**config.mk**
```make
export PLATFORM = sky130hd
export DESIGN_NAME = txn_commit_buf
export DESIGN_NICKNAME = d
export VERILOG_FILES = /design/src/rtl/txn_cb_pkg.sv /design/src/rtl/txn_store.sv /design/src/rtl/txn_seq.sv /design/src/rtl/txn_commit_buf.sv
export SDC_FILE = /design/constraint.sdc
export NUM_CORES = 1
export LEC_CHECK = 0
export ABC_AREA = 1
export BUFFER_PORTS_ARGS = -buffer_cell sky130_fd_sc_hd__clkbuf_2
export CAP_MARGIN = 30
export CELL_PAD_IN_SITES_DETAIL_PLACEMENT = 1
export CELL_PAD_IN_SITES_GLOBAL_PLACEMENT = 1
export CORE_ASPECT_RATIO = 0.9
export CORE_MARGIN = 2
export CORE_UTILIZATION = 50
export DETAILED_ROUTE_END_ITERATION = 7
export PLACE_DENSITY_LB_ADDON = 0.3
export SLEW_MARGIN = 20
export SYNTH_ARGS = -nofsm -noshare
export SYNTH_HDL_FRONTEND = slang
export SYNTH_HIERARCHICAL = 1
export SYNTH_SLANG_ARGS = --single-unit
```
**constraint.sdc**
```tcl
create_clock -name clk -period 4.5 [get_ports clk]
set_clock_uncertainty 0.1 [all_clocks]
set_input_delay 1.125 -clock clk [delete_from_list [all_inputs] [get_ports clk]]
set_output_delay 1.125 -clock clk [all_outputs]
set_load 0.03 [all_outputs]
```
**src/rtl/txn_cb_pkg.sv**
```systemverilog
`timescale 1ns/1ps
package txn_cb_pkg;
   typedef enum logic [1:0] {
      ST_IDLE  = 2'd0,
      ST_OPEN  = 2'd1,
      ST_DRAIN = 2'd2
   } txn_state_e;
endpackage

```
**src/rtl/txn_store.sv**
```systemverilog
`timescale 1ns/1ps
module txn_store #(
   parameter int  DATA_W    = 16,
   parameter int  DEPTH     = 8,
   parameter bit  CLEAR_MEM = 1'b0,
   localparam int ADDR_W    = (DEPTH > 1) ? $clog2(DEPTH) : 1
) (
   input  logic              clk,
   input  logic              rst_n,
   input  logic              we,
   input  logic [ADDR_W-1:0] waddr,
   input  logic [DATA_W-1:0] wdata,
   input  logic [ADDR_W-1:0] raddr,
   output logic [DATA_W-1:0] rdata
);
   logic [DATA_W-1:0] mem [DEPTH];

   generate
      if (CLEAR_MEM) begin : g_clr
         always_ff @(posedge clk) begin
            if (!rst_n) begin
               for (int i = 0; i < DEPTH; i++) mem[i] <= '0;
            end else if (we) begin
               mem[waddr] <= wdata;
            end
         end
      end else begin : g_noclr
         always_ff @(posedge clk) begin
            if (we) mem[waddr] <= wdata;
         end
      end
   endgenerate

   assign rdata = mem[raddr];
endmodule

```
**src/rtl/txn_seq.sv**
```systemverilog
`timescale 1ns/1ps
module txn_seq
   import txn_cb_pkg::*;
#(
   parameter int  DEPTH  = 8,
   localparam int ADDR_W = (DEPTH > 1) ? $clog2(DEPTH) : 1,
   localparam int CNT_W  = $clog2(DEPTH + 1)
) (
   input  logic              clk,
   input  logic              rst_n,
   input  logic              open_i,
   input  logic              wr_i,
   input  logic              close_i,
   input  logic              cancel_i,
   input  logic              swap_i,
   input  logic              ready_i,
   output logic              mem_we,
   output logic [ADDR_W-1:0] mem_waddr,
   output logic [ADDR_W-1:0] mem_raddr,
   output logic              valid_o,
   output logic              busy_o,
   output logic              ovf_o,
   output logic              perr_o
);
   txn_state_e        state;
   logic [CNT_W-1:0]  fill;
   logic [ADDR_W-1:0] rptr;
   logic              ovf_q, perr_q;

   logic             in_open, in_drain, abort_now, room, ovf_next;
   logic             pop, last_pop, perr_now;
   logic [CNT_W-1:0] fill_after;

   assign in_open    = (state == ST_OPEN);
   assign in_drain   = (state == ST_DRAIN);
   assign abort_now  = in_open && (cancel_i || swap_i);
   assign room       = (fill < CNT_W'(DEPTH));
   assign mem_we     = in_open && wr_i && !abort_now && room;
   assign ovf_next   = ovf_q || (in_open && wr_i && !abort_now && !room);
   assign fill_after = fill + CNT_W'(mem_we);
   assign pop        = in_drain && ready_i;
   assign last_pop   = pop && ((CNT_W'(rptr) + CNT_W'(1)) == fill);
   assign perr_now   = (!in_open && (wr_i || close_i)) || (in_open && open_i);

   always_ff @(posedge clk) begin
      if (!rst_n) begin
         state  <= ST_IDLE;
         fill   <= '0;
         rptr   <= '0;
         ovf_q  <= 1'b0;
         perr_q <= 1'b0;
      end else begin
         perr_q <= perr_now;
         ovf_q  <= ovf_next;
         unique case (state)
            ST_IDLE: begin
               if (open_i) begin
                  state <= ST_OPEN;
                  fill  <= '0;
                  rptr  <= '0;
                  ovf_q <= 1'b0;
               end
            end
            ST_OPEN: begin
               if (abort_now) begin
                  state <= ST_IDLE;
                  fill  <= '0;
               end else if (close_i) begin
                  if (ovf_next || (fill_after == '0)) begin
                     state <= ST_IDLE;
                     fill  <= '0;
                  end else begin
                     state <= ST_DRAIN;
                     fill  <= fill_after;
                     rptr  <= '0;
                  end
               end else begin
                  fill <= fill_after;
               end
            end
            ST_DRAIN: begin
               if (last_pop) begin
                  state <= ST_IDLE;
                  fill  <= '0;
                  rptr  <= '0;
               end else if (pop) begin
                  rptr <= rptr + ADDR_W'(1);
               end
            end
            default: state <= ST_IDLE;
         endcase
      end
   end

   assign mem_waddr = fill[ADDR_W-1:0];
   assign mem_raddr = rptr;
   assign valid_o   = in_drain;
   assign busy_o    = in_drain;
   assign ovf_o     = ovf_q;
   assign perr_o    = perr_q;


   commit_only_chk: assert property (@(posedge clk) disable iff (!rst_n)
      $rose(valid_o) |-> $past(close_i));


   hold_on_stall_chk: assert property (@(posedge clk) disable iff (!rst_n)
      (valid_o && !ready_i) |=> (valid_o && $stable(mem_raddr)));


   swap_in_drain_chk: assert property (@(posedge clk) disable iff (!rst_n)
      (in_drain && (swap_i || cancel_i) && !ready_i) |=> in_drain);


   no_open_from_drain_chk: assert property (@(posedge clk) disable iff (!rst_n)
      in_drain |=> (state != ST_OPEN));


   ovf_sticky_chk: assert property (@(posedge clk) disable iff (!rst_n)
      (ovf_o && !open_i) |=> ovf_o);


   stray_write_chk: assert property (@(posedge clk) disable iff (!rst_n)
      ((state == ST_IDLE) && (wr_i || close_i)) |=> perr_o);
endmodule

```
**src/rtl/txn_commit_buf.sv**
```systemverilog
`timescale 1ns/1ps
module txn_commit_buf #(
   parameter int  DATA_W    = 16,
   parameter int  DEPTH     = 8,
   parameter bit  CLEAR_MEM = 1'b0,
   localparam int ADDR_W    = (DEPTH > 1) ? $clog2(DEPTH) : 1
) (
   input  logic              clk,
   input  logic              rst_n,
   input  logic              txn_open,
   input  logic              txn_wr,
   input  logic [DATA_W-1:0] txn_wdata,
   input  logic              txn_close,
   input  logic              txn_cancel,
   input  logic              role_swap,
   output logic              out_valid,
   output logic [DATA_W-1:0] out_data,
   input  logic              out_ready,
   output logic              busy,
   output logic              ovf_flag,
   output logic              proto_err
);
   generate
      if (DEPTH < 2) begin : g_bad_depth
         $error("txn_commit_buf: DEPTH must be at least 2");
      end
      if (DATA_W < 1) begin : g_bad_width
         $error("txn_commit_buf: DATA_W must be positive");
      end
   endgenerate

   logic              we;
   logic [ADDR_W-1:0] waddr, raddr;

   txn_seq #(.DEPTH(DEPTH)) u_seq (
      .clk       (clk),
      .rst_n     (rst_n),
      .open_i    (txn_open),
      .wr_i      (txn_wr),
      .close_i   (txn_close),
      .cancel_i  (txn_cancel),
      .swap_i    (role_swap),
      .ready_i   (out_ready),
      .mem_we    (we),
      .mem_waddr (waddr),
      .mem_raddr (raddr),
      .valid_o   (out_valid),
      .busy_o    (busy),
      .ovf_o     (ovf_flag),
      .perr_o    (proto_err)
   );

   txn_store #(.DATA_W(DATA_W), .DEPTH(DEPTH), .CLEAR_MEM(CLEAR_MEM)) u_store (
      .clk   (clk),
      .rst_n (rst_n),
      .we    (we),
      .waddr (waddr),
      .wdata (txn_wdata),
      .raddr (raddr),
      .rdata (out_data)
   );
endmodule

```
==> results.json, run 1 <==
{
  "outcome": "finished, final reports clean",
  "min_from": "u_seq/fill[0]",
  "utilization": 0.581,
  "final.min_clock_period_ns": 3.36,
  "grt_max_degree": 71,
  "clock_path_buffers": 2,
  "hpwl_um": 9910,
  "rr_startpoint": "u_seq/state[0]",
  "antenna_found_initial": 0,
  "gr-total-overflow": 0,
  "first_pass_iters": 5,
  "numCtsBuffers": 17,
  "ys_seq_area_frac": 0.626,
  "crit_start": "u_seq/mem_raddr[0]",
  "final_net_count": 779,
  "fmax_mhz": 298,
  "core_um2": 12700,
  "clkLatencyLatePin_ns": 0.42,
  "synth.cell_area_um2": 6490,
  "critPathSlowestCell": "buf_4",
  "critPathMaxStageDelay_ns": 0.62,
  "post_cts_buffers": 0,
  "num_antenna_cells": 0,
  "path_class": "flop to output port",
  "crit_fanout": 70,
  "grt_usage": 0.257,
  "power.density_nw_per_um2": 427,
  "totalWireLength_um": 16700,
  "rsz0062_at_grt": "no",
  "num_vias": 4771,
  "grt_pass1_vias": 5250,
  "slew_headroom": 0.473,
  "clk_pin_slew_ns": 0.05,
  "crit_chain": "buf_4, nand2_1, nand3_1, nand2_1, nand2_1, nand2_1, clkbuf_2",
  "drive_gt1_frac": 0.118,
  "die_area_um2": 13900,
  "ys_types": 24,
  "drc": 0,
  "p_leak_nw": 3.45,
  "hold_violations": 0,
  "fp.dieH_um": 112,
  "avgSynthCellArea_um2": 9.19,
  "ys_ff_latch": 139,
  "syn_inst": 706,
  "grt_pass1_wl_um": 26300,
  "syn_nets": 733,
  "cpMostUsedCell": "nand2_1",
  "post_drt_wl_per_cell_um": 18.0,
  "finalMaxSlewViolations": 0,
  "htree_levels": 4,
  "peakVddDrop_mv": 0.224,
  "cts-root-buf": "clkbuf_16",
  "min_path_type": "flop to flop",
  "postCtsHoldBufs": 0,
  "ios": 44,
  "postRouteAntennaNets": 0,
  "gp_congestion": 0.765,
  "die_x_um": 124,
  "cpLargestDelayFamily": "buffers and inverters",
  "final.fill_count": 1479,
  "vias_per_cell": 5.14,
  "min_period_over_period": 0.746,
  "cts_sinks": 139,
  "cts_tree": "yes",
  "tightest_slew_ns": 0.791,
  "crit_arrival_ns": 2.13,
  "start_util": 0.512,
  "finalSetupViolations": 0,
  "maxCapViolCount": 0,
  "critPathRequiredTime_ns": 3.27,
  "yosys_warnings": 6,
  "end_kind": "output port",
  "rows": 39,
  "numPortBuffers": 43,
  "dr.first_iter.drc_count": 342,
  "crit_buf_inv": 2,
  "cp-start-kind": "flop",
  "fin_setup_tns_ns": 0,
  "ctsResizeCount": 0,
  "syn_to_final_growth_pct": 13.6
}
sequential cells by signal, summed over array words and instances (netlist names):
register and cells:
u_store/mem 128, u_seq/state 2, u_seq/perr_o 1, u_seq/fill 4, u_seq/mem_raddr 3, u_seq/ovf_o 1
synth_stat cells:
cell | number | area [um^2]
a211oi_1 | 1 | 7.51
a21oi_1 | 6 | 30.0
and3_1 | 1 | 6.26
buf_2 | 12 | 60.1
buf_4 | 8 | 60.1
buf_6 | 8 | 90.1
clkbuf_1 | 1 | 3.75
dfxtp_1 | 11 | 220
edfxtp_1 | 128 | 3840
ha_1 | 3 | 37.5
inv_1 | 147 | 552
inv_2 | 4 | 15.0
nand2_1 | 253 | 950
nand2_2 | 1 | 6.26
nand3_1 | 80 | 400
nand3b_1 | 1 | 7.51
nand4_1 | 4 | 25.0
nor2_1 | 29 | 109
nor2_2 | 1 | 6.26
nor2_4 | 2 | 22.5
nor3_1 | 2 | 10.0
nor3_2 | 1 | 10.0
xnor2_1 | 1 | 8.76
xor2_1 | 1 | 8.76
worst reg2reg max path: cells and delay by family, from the launching register on:
family / cells / cell delay [ns]
AND/OR/NAND/NOR: 12 / 1.40
adder cells (fa/ha/maj): 2 / 0.51
flip-flops: 1 / 0.43
buffers and inverters: 2 / 0.15
kinds of logic after synthesis:
group	after synthesis	synth area share
AOI/OAI and AO/OA	7	0.00578
xor gates and xnor gates	2	0.00270
adders and majority gates	3	0.00578
buffers and inverters	180	0.120
DFF	139	0.626
and+or+nand+nor	375	0.239
placed cells by master (no fill, tap or decap), types with 2 or more instances in the layout:
cell,instances
nand3_1,80
nor2_1,29
nand2_1,253
ha_1,3
nand4_1,4
inv_1,147
clkbuf_2,43
inv_2,4
nor2_4,2
edfxtp_1,128
buf_4,12
dfxtp_1,10
nor3_1,2
clkbuf_1,3
clkbuf_16,17
bufinv_16,3
clkinv_1,5
clkinv_2,4
a21oi_1,6
stage by stage:
stage | instance area, um^2 | instances | hold slack (ns) | setup slack [ns] | total power (W)
after global routing | 7370 | 929 | 0.551 | 1.04 | 0.00325
after CTS | 7370 | 929 | 0.494 | 1.15 | 0.00317
final | 7370 | 929 | 0.492 | 1.14 | 0.00315
after global placement | 6790 | 896 | 0.475 | 1.23 | 0.00179
after floorplan | 6490 | 706 | 0.419 | 1.43 | 0.00171
after detailed placement | 6810 | 897 | 0.486 | 1.06 | 0.00181
layer usage:
metal  wire length (um)  track usage  vias up
li1                   -            -     2286
met1               7040        0.311     2324
met2               8480        0.439      126
met3                740       0.0579       35
met4                424        0.113        0
met5                  0            0        -
power breakdown:
part / switching, W / internal [W]
Clock: 0.000501 / 0.000856
Combinational: 0.000266 / 0.0000973
Sequential: 0.00000833 / 0.00142
cell type report:
cell class	instances	area, um^2	area share
clock inverters	12	129	0.0175
multi-input cells	387	1650	0.223
clock buffers	20	437	0.0592
well taps	164	205	0.0278
flip-flops and latches	139	4070	0.551
repair buffers	56	325	0.0441
inverters	151	567	0.0769
worst paths after layout:
check / end / slack, ns / cells after the start
setup / recovery: out_data[6] / 1.14 / 7
hold / removal: u_seq/fill[0] / 0.49 / 2
setup reg to reg: u_seq/mem_raddr[0] / 1.78 / 16
hold reg to reg: u_seq/fill[0] / 0.49 / 2
Note: power is estimated with default switching activity, not from simulation.
==> run 2, diff against run 1 <==
--- a/config.mk
+++ b/config.mk
@@ -12,7 +12,7 @@
 export CELL_PAD_IN_SITES_GLOBAL_PLACEMENT = 1
 export CORE_ASPECT_RATIO = 0.9
 export CORE_MARGIN = 2
-export CORE_UTILIZATION = 50
+export CORE_UTILIZATION = 42
 export DETAILED_ROUTE_END_ITERATION = 7
 export PLACE_DENSITY_LB_ADDON = 0.3
 export SLEW_MARGIN = 20
==> constraint.sdc (replaced) <==
create_clock -name clk -period 2.95 [get_ports clk]
set_clock_uncertainty 0.1 [all_clocks]
set_input_delay 0.7375 -clock clk [delete_from_list [all_inputs] [get_ports clk]]
set_output_delay 0.7375 -clock clk [all_outputs]
set_load 0.03 [all_outputs]
==> results.json, run 2 (same netlist as run 1, synthesis figures left out) <==
{
  "post_cts_buffers": 0,
  "die_area_um2": 16500,
  "antenna_found_initial": 0,
  "num_antenna_cells": 0,
  "clkLatencyLatePin_ns": 0.43,
  "grt_pass1_vias": 5002,
  "reg2regPathDepth": 16,
  "min_from": "u_seq/fill[0]",
  "num_vias": 4720,
  "power.internal_w": 0.00344,
  "peakVddDrop_mv": 0.437,
  "hpwl_um": 9770,
  "clock_power_share": 0.408,
  "fmax_mhz": 368,
  "dr.first_iter.drc_count": 243,
  "power.density_nw_per_um2": 619,
  "postRouteAntennaNets": 0,
  "ctsResizeCount": 0,
  "drive_gt1_frac": 0.129,
  "gp_congestion": 0.749,
  "mostFrequentLayoutCells": "nand2_1, inv_1, edfxtp_1",
  "first_pass_iters": 4,
  "post_drt_wl_per_cell_um": 16.2,
  "fin_setup_tns_ns": 0,
  "crit_fanout": 17,
  "min_period_over_period": 0.922,
  "final_common_cell": "nand2_1",
  "fp.dieH_um": 122,
  "rr_startpoint": "u_seq/state[0]",
  "dp_slack_ns": 0.113,
  "outcome": "finished, final reports clean",
  "htree_levels": 4,
  "switching_power_w": 0.00116,
  "top_register": "u_store/mem",
  "pwr-share-seq": 0.473,
  "gr-total-overflow": 0,
  "critPathRequiredTime_ns": 2.11,
  "clk_pin_slew_ns": 0.06,
  "drc": 0,
  "grt_max_degree": 71,
  "cts_sinks": 139,
  "numPortBuffers": 43,
  "path_class": "flop to output port",
  "final_net_count": 786,
  "rows": 43,
  "holdPathEnd": "u_seq/fill[0]",
  "r2r_end": "u_seq/mem_raddr[0]",
  "postCtsHoldBufs": 0,
  "hold_violations": 0,
  "cts_tree": "yes",
  "totalWireLength_um": 15700,
  "core_um2": 15300,
  "utilization": 0.486,
  "die_x_um": 135,
  "finalSetupViolations": 0,
  "maxCapViolCount": 0,
  "post_dp_cell_area_um2": 6920,
  "min_delay_path_depth": 2,
  "largest_reg_flops": 128,
  "regToRegSetupSlack_ns": 0.44,
  "tightest_slew_ns": 0.723,
  "grt_usage": 0.206,
  "cp-start-kind": "flop",
  "p_sw_frac": 0.252,
  "rsz0062_at_grt": "no",
  "cts-root-buf": "clkbuf_16",
  "ios": 44,
  "worst_slack_ns": 0.230,
  "numCtsBuffers": 17,
  "final_cell_area_um2": 7430,
  "finalMaxSlewViolations": 0,
  "end_kind": "output port",
  "min_path_type": "flop to flop",
  "start_util": 0.425,
  "grt_pass1_wl_um": 25300,
  "p_leak_nw": 3.46,
  "vias_per_cell": 4.86,
  "final.min_clock_period_ns": 2.72,
  "crit_arrival_ns": 1.88,
  "clock_path_buffers": 2,
  "syn_to_final_growth_pct": 14.5,
  "p_comb_frac": 0.119,
  "slew_headroom": 0.517
}
run 2: stage by stage:
step / hold WS (ns) / total power (W) / std cells
after floorplan: 0.419 / 0.00260 / 706
after detailed placement: 0.476 / 0.00277 / 942
final: 0.480 / 0.00460 / 971
after global routing: 0.493 / 0.00479 / 971
after CTS: 0.458 / 0.00466 / 971
after global placement: 0.468 / 0.00275 / 942
run 2: how the worst max path moves through the flow:
stage                             from                 end  cells past startpoint
floorplan                    role_swap   u_store/mem[1][0]                      7
global placement             role_swap  u_seq/mem_raddr[0]                     16
detailed placement           role_swap  u_seq/mem_raddr[0]                     17
CTS                 u_seq/mem_raddr[0]        out_data[12]                      8
global route        u_seq/mem_raddr[0]        out_data[12]                      8
finish              u_seq/mem_raddr[0]        out_data[12]                      8
run 2: area by class of cell:
type                            instances  area [um^2]
Fill cell                            1788         7850
Sequential cell                       139         4070
Multi-Input combinational cell        387         1650
Inverter                              151          567
Clock buffer                           18          429
Timing Repair Buffer                   63          390
Tap cell                              202          253
Clock inverter                         11         82.6
run 2: metal layers:
layer / global-route usage / share of wire
met3: 0.0499 / 0.044
met1: 0.255 / 0.44
met5: 0 / 0
met4: 0.0684 / 0.015
met2: 0.358 / 0.50
run 2: worst max-delay path: stages (launching register included):
cell	delay (ns)
dfxtp_2	0.34
inv_2	0.26
buf_4	0.29
nand2_1	0.09
nand3_1	0.08
nand2_1	0.06
nand2_1	0.07
nand2_1	0.08
clkbuf_2	0.19
run 2: power by group through the flow:
| stage | clock (W) | combinational, W | sequential [W] |
|---|---|---|---|
| finish | 0.00188 | 0.000548 | 0.00218 |
| global route | 0.00200 | 0.000615 | 0.00218 |
| CTS | 0.00192 | 0.000556 | 0.00218 |
| detailed placement | 0 | 0.000552 | 0.00222 |
| global placement | 0 | 0.000534 | 0.00222 |
| floorplan | 0 | 0.000385 | 0.00222 |
==> run 3, diff against run 2 <==
--- a/config.mk
+++ b/config.mk
@@ -15,6 +15,7 @@
 export CORE_UTILIZATION = 42
 export DETAILED_ROUTE_END_ITERATION = 7
 export PLACE_DENSITY_LB_ADDON = 0.3
+export SETUP_SLACK_MARGIN = 0.4
 export SLEW_MARGIN = 20
 export SYNTH_ARGS = -nofsm -noshare
 export SYNTH_HDL_FRONTEND = slang
==> results.json, run 3 (same netlist as run 1, synthesis figures left out) <==
{
  "totalWireLength_um": 17000,
  "num_antenna_cells": 0,
  "numCtsBuffers": 17,
  "hold_violations": 0,
  "crit_arrival_ns": 1.68,
  "peakVddDrop_mv": 0.433,
  "critPathRequiredTime_ns": 2.11,
  "grt_max_degree": 55,
  "clk_pin_slew_ns": 0.06,
  "cpLargestDelayFamily": "buffers and inverters",
  "vias_per_cell": 4.91,
  "r2r_end": "u_seq/mem_raddr[0]",
  "post_drt_wl_per_cell_um": 17.3,
  "cp-start-kind": "flop",
  "finalSetupViolations": 0,
  "numPortBuffers": 43,
  "num_vias": 4836,
  "regToRegSetupSlack_ns": 0.57,
  "syn_to_final_growth_pct": 20.2,
  "clock_power_share": 0.424,
  "drc": 0,
  "core_um2": 15300,
  "clkLatencyLatePin_ns": 0.42,
  "cts_tree": "yes",
  "switching_power_w": 0.00122,
  "crit_start": "u_seq/mem_raddr[0]",
  "reg2regPathDepth": 17,
  "maxCapViolCount": 0,
  "grt_pass1_wl_um": 26300,
  "outcome": "finished, final reports clean",
  "grt_usage": 0.216,
  "htree_levels": 4,
  "final.min_clock_period_ns": 2.52,
  "critPathMaxStageDelay_ns": 0.44,
  "postRouteAntennaNets": 0,
  "first_pass_iters": 6,
  "cp-endpoint": "out_data[2]",
  "cpMostUsedCell": "nand2_1",
  "path_class": "flop to output port",
  "min_path_type": "primary input to flop",
  "fmax_mhz": 397,
  "ios": 44,
  "final_common_cell": "nand2_1",
  "power.density_nw_per_um2": 633,
  "antenna_found_initial": 0,
  "die_x_um": 135,
  "place_inst": 947,
  "finalMaxSlewViolations": 0,
  "pwr-share-seq": 0.442,
  "grt_pass1_vias": 5189,
  "hpwl_um": 9950,
  "slew_headroom": 0.771,
  "end_kind": "output port",
  "rsz0062_at_grt": "yes",
  "final.fill_count": 1792,
  "crit_buf_inv": 3,
  "cts_sinks": 139,
  "clock_path_buffers": 2,
  "dr.first_iter.drc_count": 293,
  "fin_setup_tns_ns": 0,
  "p_comb_frac": 0.134,
  "critPathSlowestCell": "dfxtp_4",
  "cp.depth": 8,
  "gp_congestion": 0.759,
  "largest_reg_flops": 128,
  "p_sw_frac": 0.247,
  "die_area_um2": 16500,
  "cts-root-buf": "clkbuf_16",
  "rr_startpoint": "u_seq/state[0]",
  "fp.dieH_um": 122,
  "min_period_over_period": 0.853,
  "gr-total-overflow": 0,
  "power.internal_w": 0.00372,
  "start_util": 0.425,
  "final_net_count": 797,
  "mostFrequentLayoutCells": "nand2_1, inv_1, edfxtp_1",
  "crit_fanout": 14,
  "crit_chain": "inv_8, clkbuf_16, nand2_1, nand3_1, nand2_1, nand2_1, nand2_1, buf_4",
  "postCtsHoldBufs": 0,
  "tightest_slew_ns": 0.343,
  "top_register": "u_store/mem",
  "p_leak_nw": 3.61,
  "layoutNonFillerInstCount": 985,
  "rows": 43,
  "drive_gt1_frac": 0.151
}
==> run 3: cell types whose count changed in the layout (fill, tap and decap cells not counted), moves of 3 or more <==
cell      before  now
clkbuf_2      43   28
buf_4         18   28
buf_6          0    8
buf_16         0    3
clkinv_2       6    3
==> run 3: worst min path at each step <==
| stage | end | from | slack (ns) | cells after the start |
|---|---|---|---|---|
| floorplan | u_seq/fill[0] | u_seq/fill[0] | 0.42 | 2 |
| global placement | u_seq/fill[0] | u_seq/fill[0] | 0.48 | 2 |
| detailed placement | u_seq/fill[0] | u_seq/fill[0] | 0.48 | 2 |
| CTS | u_seq/perr_o | txn_open | 0.47 | 3 |
| global route | u_seq/perr_o | txn_open | 0.50 | 3 |
| finish | u_seq/state[0] | txn_open | 0.50 | 3 |
==> run 3: metal layers <==
layer  vias to the layer above  track usage  share of wire
met5                         -            0              0
met4                         0       0.0605         0.0070
met3                         8       0.0512          0.054
met2                       111        0.387           0.52
met1                      2395        0.261           0.42
li1                       2322            -              -
==> run 3: final cells by class <==
cell class              instances  area, um^2  area share
multi-input cells             387        1660       0.213
well taps                     202         253      0.0324
repair buffers                 74         661      0.0847
clock buffers                  19         433      0.0555
inverters                     151         574      0.0736
clock inverters                13         151      0.0194
flip-flops and latches        139        4070       0.522
==> run 3: timing repair <==
action,4_1_cts,5_1_grt
endpoints found under the setup margin,16,19
gates cloned,2,2
pin swaps,0,1
setup buffers,0,2
resized for setup,24,35
==> run 3: power by group through the flow <==
stage	Sequential (W)	Combinational (W)	Clock, W
CTS	0.00218	0.000616	0.00214
detailed placement	0.00222	0.000556	0
floorplan	0.00222	0.000386	0
global placement	0.00222	0.000540	0
finish	0.00218	0.000660	0.00209
global route	0.00218	0.000722	0.00222
==> run 3: worst register-to-register path, cell delays in order (launching register included) <==
cell and delay (ns):
dfxtp_2 0.37, inv_2 0.05, nor2_4 0.15, inv_1 0.11, nor2_4 0.10, nand2_1 0.06, nor2_1 0.15, ha_2 0.24
ha_1 0.24, nor2_1 0.12, nand3_1 0.08, nor2_1 0.11, nor2_1 0.07, nand2_1 0.10, nand2_1 0.08, nand2_1 0.06
nand2_1 0.04, nor2_1 0.08
==> run 3: per-stage QoR <==
| stage | utilization | instance area (um^2) | power [W] | hold WS, ns | worst slack (ns) |
|---|---|---|---|---|---|
| floorplan | - | 6500 | 0.00260 | 0.419 | 0.313 |
| global placement | 0.456 | 6970 | 0.00276 | 0.476 | 0.254 |
| detailed placement | 0.456 | 6970 | 0.00278 | 0.480 | 0.176 |
| CTS | 0.502 | 7680 | 0.00494 | 0.474 | 0.390 |
| global route | 0.511 | 7800 | 0.00513 | 0.498 | 0.367 |
| finish | 0.511 | 7800 | 0.00494 | 0.497 | 0.433 |
